### config.mk
export PLATFORM = sky130hd
export DESIGN_NAME = rand_tag_gen
export DESIGN_NICKNAME = d
export VERILOG_FILES = /design/src/rtl/rand_tag_gen.sv
export SDC_FILE = /design/constraint.sdc
export NUM_CORES = 1
export LEC_CHECK = 0
export BUFFER_PORTS_ARGS = -buffer_cell sky130_fd_sc_hd__buf_2
export CELL_PAD_IN_SITES_DETAIL_PLACEMENT = 1
export CELL_PAD_IN_SITES_GLOBAL_PLACEMENT = 2
export CORE_MARGIN = 5
export CORE_UTILIZATION = 34
export DETAILED_ROUTE_END_ITERATION = 7
export PLACE_DENSITY = 0.89
export SLEW_MARGIN = 25
export SYNTH_ARGS = -nofsm -noshare
export SYNTH_HDL_FRONTEND = slang
export SYNTH_SLANG_ARGS = --single-unit
### constraint.sdc
create_clock -name clk -period 3 [get_ports clk]
set_input_delay 0.6 -clock clk [delete_from_list [all_inputs] [get_ports clk]]
set_output_delay 0.6 -clock clk [all_outputs]
set_load 0.02 [all_outputs]
### src/rtl/rand_tag_gen.sv
module rand_tag_gen #(
  parameter int PTR_W   = 64,
  parameter int TAG_LSB = 56
) (
  input  logic             clk,
  input  logic             rst_n,
  input  logic             req_valid,
  input  logic [PTR_W-1:0] req_ptr,
  input  logic [15:0]      req_excl,
  input  logic [15:0]      cfg_excl,
  input  logic             cfg_reseed_en,
  input  logic             st_wr,
  input  logic [31:0]      st_wdata,
  output logic [31:0]      st_q,
  output logic             rnd_req,
  input  logic             rnd_valid,
  input  logic [15:0]      rnd_data,
  output logic             busy,
  output logic             done,
  output logic [3:0]       rsp_tag,
  output logic [PTR_W-1:0] rsp_ptr
);

  typedef enum logic [1:0] {S_IDLE, S_SEED, S_LFSR, S_PICK} fsm_e;

  fsm_e             fsm;
  logic [PTR_W-1:0] ptr_q;
  logic [15:0]      excl_q;
  logic [15:0]      seed_q;
  logic [3:0]       cur_q;
  logic [3:0]       rem_q;

  logic [15:0]      seed_nx;
  logic [3:0]       off_nx;
  logic [3:0]       cur_inc;
  logic             all_ex;
  logic             fin;
  logic [3:0]       fin_tag;
  logic [PTR_W-1:0] ptr_ins;

  always_comb begin
    logic top;
    seed_nx = seed_q;
    off_nx  = '0;
    for (int i = 0; i < 4; i++) begin
      top       = seed_nx[5] ^ seed_nx[3] ^ seed_nx[2] ^ seed_nx[0];
      seed_nx   = {top, seed_nx[15:1]};
      off_nx[i] = top;
    end
  end

  assign cur_inc = cur_q + 4'd1;
  assign all_ex  = &excl_q;
  assign fin     = (fsm == S_PICK) && (all_ex || (rem_q == 4'd0 && !excl_q[cur_q]));
  assign fin_tag = all_ex ? 4'd0 : cur_q;

  always_comb begin
    ptr_ins = ptr_q;
    ptr_ins[TAG_LSB +: 4] = fin_tag;
  end

  assign busy    = (fsm != S_IDLE);
  assign rnd_req = (fsm == S_SEED);

  always_ff @(posedge clk or negedge rst_n) begin
    if (!rst_n) begin
      fsm     <= S_IDLE;
      ptr_q   <= '0;
      excl_q  <= '0;
      seed_q  <= '0;
      cur_q   <= '0;
      rem_q   <= '0;
      st_q    <= '0;
      done    <= 1'b0;
      rsp_tag <= '0;
      rsp_ptr <= '0;
    end else begin
      done <= 1'b0;
      case (fsm)
        S_IDLE: begin
          if (req_valid) begin
            ptr_q  <= req_ptr;
            excl_q <= req_excl | cfg_excl;
            seed_q <= st_q[23:8];
            cur_q  <= st_q[3:0];
            fsm    <= (cfg_reseed_en && st_q[23:8] == 16'd0) ? S_SEED : S_LFSR;
          end else if (st_wr) begin
            st_q <= st_wdata;
          end
        end
        S_SEED: begin
          if (rnd_valid && rnd_data != 16'd0) begin
            seed_q <= rnd_data;
            fsm    <= S_LFSR;
          end
        end
        S_LFSR: begin
          seed_q <= seed_nx;
          rem_q  <= off_nx;
          fsm    <= S_PICK;
        end
        S_PICK: begin
          if (fin) begin
            st_q    <= {8'h00, seed_q, 4'h0, fin_tag};
            rsp_tag <= fin_tag;
            rsp_ptr <= ptr_ins;
            done    <= 1'b1;
            fsm     <= S_IDLE;
          end else begin
            cur_q <= cur_inc;
            if (rem_q != 4'd0 && !excl_q[cur_inc]) rem_q <= rem_q - 4'd1;
          end
        end
        default: fsm <= S_IDLE;
      endcase
    end
  end

endmodule

==> reports/qor.yml <==
status: "finished, final reports clean"
netlist_area_um2: 8810
clk_latency_ns: 0.43
final_nets: 1089
regArea_um2: 4980
worstSetupStartpointType: "flop"
critPathLaunch: "cur_q[0]"
arrival_ns: 3.11
drtAntennaViolNets: 0
htree_levels: 4
cts_tree: "yes"
max_freq_mhz: 360
avgSynthCellArea_um2: 12.9
critPathTopFamily: "multiplexers"
critPathKind: "flop to flop"
r2r-start: "cur_q[0]"
cts-root-buf: "clkbuf_16"
endpoint: "rem_q[0]"
die_h_um: 171
wirelength_mm: 24.6
num_rows: 59
setup_viol: 0
use_met1: 0.205
p_leak_uw: 0.00547
drv_slew: 0
antenna_cells: 0
tns_ns: 0
max_slew_margin: 0.515
period_minus_slack_ns: 2.78
port_buffers: 248
synthArstFlopShare: 1.00
post-route-drc-count: 0
hp-class: "primary input to asynchronous set/reset pin"
cts_setup_buffers: 0
vias_per_cell: 5.01
cpMaxStageDelayCell: "dfrtp_1"
crit_chain: "ha_1, mux4_2, mux2_2, a211oi_1, o21ai_1, or3_1, o21ai_0"
synth-main-ff-cell: "dfrtp_1"
fp.dieW_um: 171
r2r_end: "rem_q[0]"
cts_buffers: 17
dr_total_vias: 6408
clock-sinks: 199
firstDrtPassIters: 4
placed_area_um2: 10500
grt_most_used_layer: "met2"
path_depth: 7
die_area_um2: 29200
path_clk_slew_ns: 0.08
drive_above_1_share: 0.488
postLayoutCellArea_um2: 11100
crit_path_max_incr_delay_ns: 0.54
finalHoldViolations: 0
hpwl_mm: 18.2
critPathRequiredTime_ns: 3.34
grt_pass1_wl_mm: 39.0
yosys.area.top_type: "dfrtp_1"
r2r_cells: 7
finClkSkew_ns: 0.0156
yosysWarnings: 0
cp-end-kind: "flop"
synthTopCellsByArea: "dfrtp_1 (57%), mux2_2 (17%), o21ai_0 (3.2%)"
holdBufCountCts: 0
grtUsageTotal: 0.169
io_pins: 253
drt-initial-drc-count: 331
grt_util_met2: 0.290
period_share: 0.925
fillers: 2813
cp.buffers_inverters: 0
worstMarginPinSlew_ns: 0.717
multiInputGateArea_um2: 3550
cts_resized: 0
yosysMostFrequentCell: "dfrtp_1"
synthDistinctLibCells: 47
grt_pass1_vias: 7108
grt_overflow_total: 0
syn_nets: 841
place.gp.congestion: 0.813
synthToLayoutAreaGrowth_pct: 26.4
crit_fanout: 11
synth_edf_count: 0
core_um2: 25800
syn_inst: 684
grt_setup_unrepaired: "no"
initial_utilization: 0.342
cts_buffer_depth: 2
grt_max_degree: 71
yosysTopAreaCellShare: 0.565
grt_antenna_before_repair: 4
ys_ff_latch: 199
whs_ns: 0.207
ys_seq_area_frac: 0.565
power.density_nw_per_um2: 1180
use_met3: 0.0645
wl_per_cell_um: 19.2
maxCapViolCount: 0
synth_commonest_cells: "dfrtp_1 (199), mux2_2 (130), nand2_1 (64), o21ai_0 (57), clkbuf_1 (27)"
ir_worst_vdd_mv: 0.470
rrSetupSlack_ns: 0.22
## worst reg2reg max path: cells and delay by family, from the launching register on
kind	cells	cell delay, ns
flip-flops	1	0.54
adder cells (fa/ha/maj)	1	0.45
AND/OR/NAND/NOR	1	0.38
multiplexers	2	0.80
AO/OA/AOI/OAI	3	0.52
## per-layer routing
metal	wire length [um]	vias to the layer above
met3	2050	13
met2	12500	188
li1	-	2935
met1	9850	3266
met5	54	-
met4	161	6
## worst min path at each step
stage | end
after CTS | rsp_ptr[61]
after floorplan | cur_q[0]
after global placement | rsp_ptr[54]
after global routing | rsp_ptr[61]
after detailed placement | rsp_ptr[0]
final | excl_q[7]
## cell usage in the layout (no fill, tap or decap), drive strengths merged, types with 7 or more instances in the layout
cell type / count
buf: 272
nor2: 23
ha: 7
mux2: 157
inv: 18
a21oi: 7
clkinv: 7
xnor2: 9
dfrtp: 199
a22o: 12
a22oi: 18
o21ai: 59
nand2: 64
clkbuf: 19
mux4: 7
## cell type report
type                       instances  area share
clock buffer                      18      0.0394
clock inverter                    14      0.0161
inverter                          12     0.00404
multi-input combinational        429       0.319
sequential                       199       0.447
tap                              335      0.0376
timing repair buffer             273       0.137
## flip-flops by register name (all words and copies together), names as in the netlist
register  count
rsp_tag       3
fsm           2
ptr_q        60
st_q         32
excl_q       16
rsp_ptr      61
cur_q         4
done          1
rem_q         4
seed_q       16
## power by group
group | leakage [uW] | switching (uW) | internal, uW
logic | 0.00271 | 3160 | 2700
clock network | 0.000295 | 1200 | 1160
registers | 0.00246 | 960 | 3980
## per-stage QoR
step	total power, uW	utilization	cells	setup WS [ns]
6_report	13200	0.432	1280	0.225
4_1_cts	13400	0.432	1280	0.192
5_1_grt	14100	0.432	1280	0.0696
3_5_place_dp	10900	0.408	1248	0.201
3_3_place_gp	10600	0.408	1248	0.273
2_1_floorplan	8860	-	684	0.357
## kinds of logic (layout without fill, tap and decap cells)
kind of cell	after synthesis	after routing	share of synthesized area
XOR/XNOR	12	12	0.0119
AO/OA/AOI/OAI	113	113	0.0815
multiplexers	170	170	0.232
flip-flops	199	199	0.565
AND/OR/NAND/NOR	127	127	0.0663
adder cells (fa/ha/maj)	7	7	0.00994
buffers and inverters	56	317	0.0329
No activity file was read; power rests on OpenSTA's default activity.
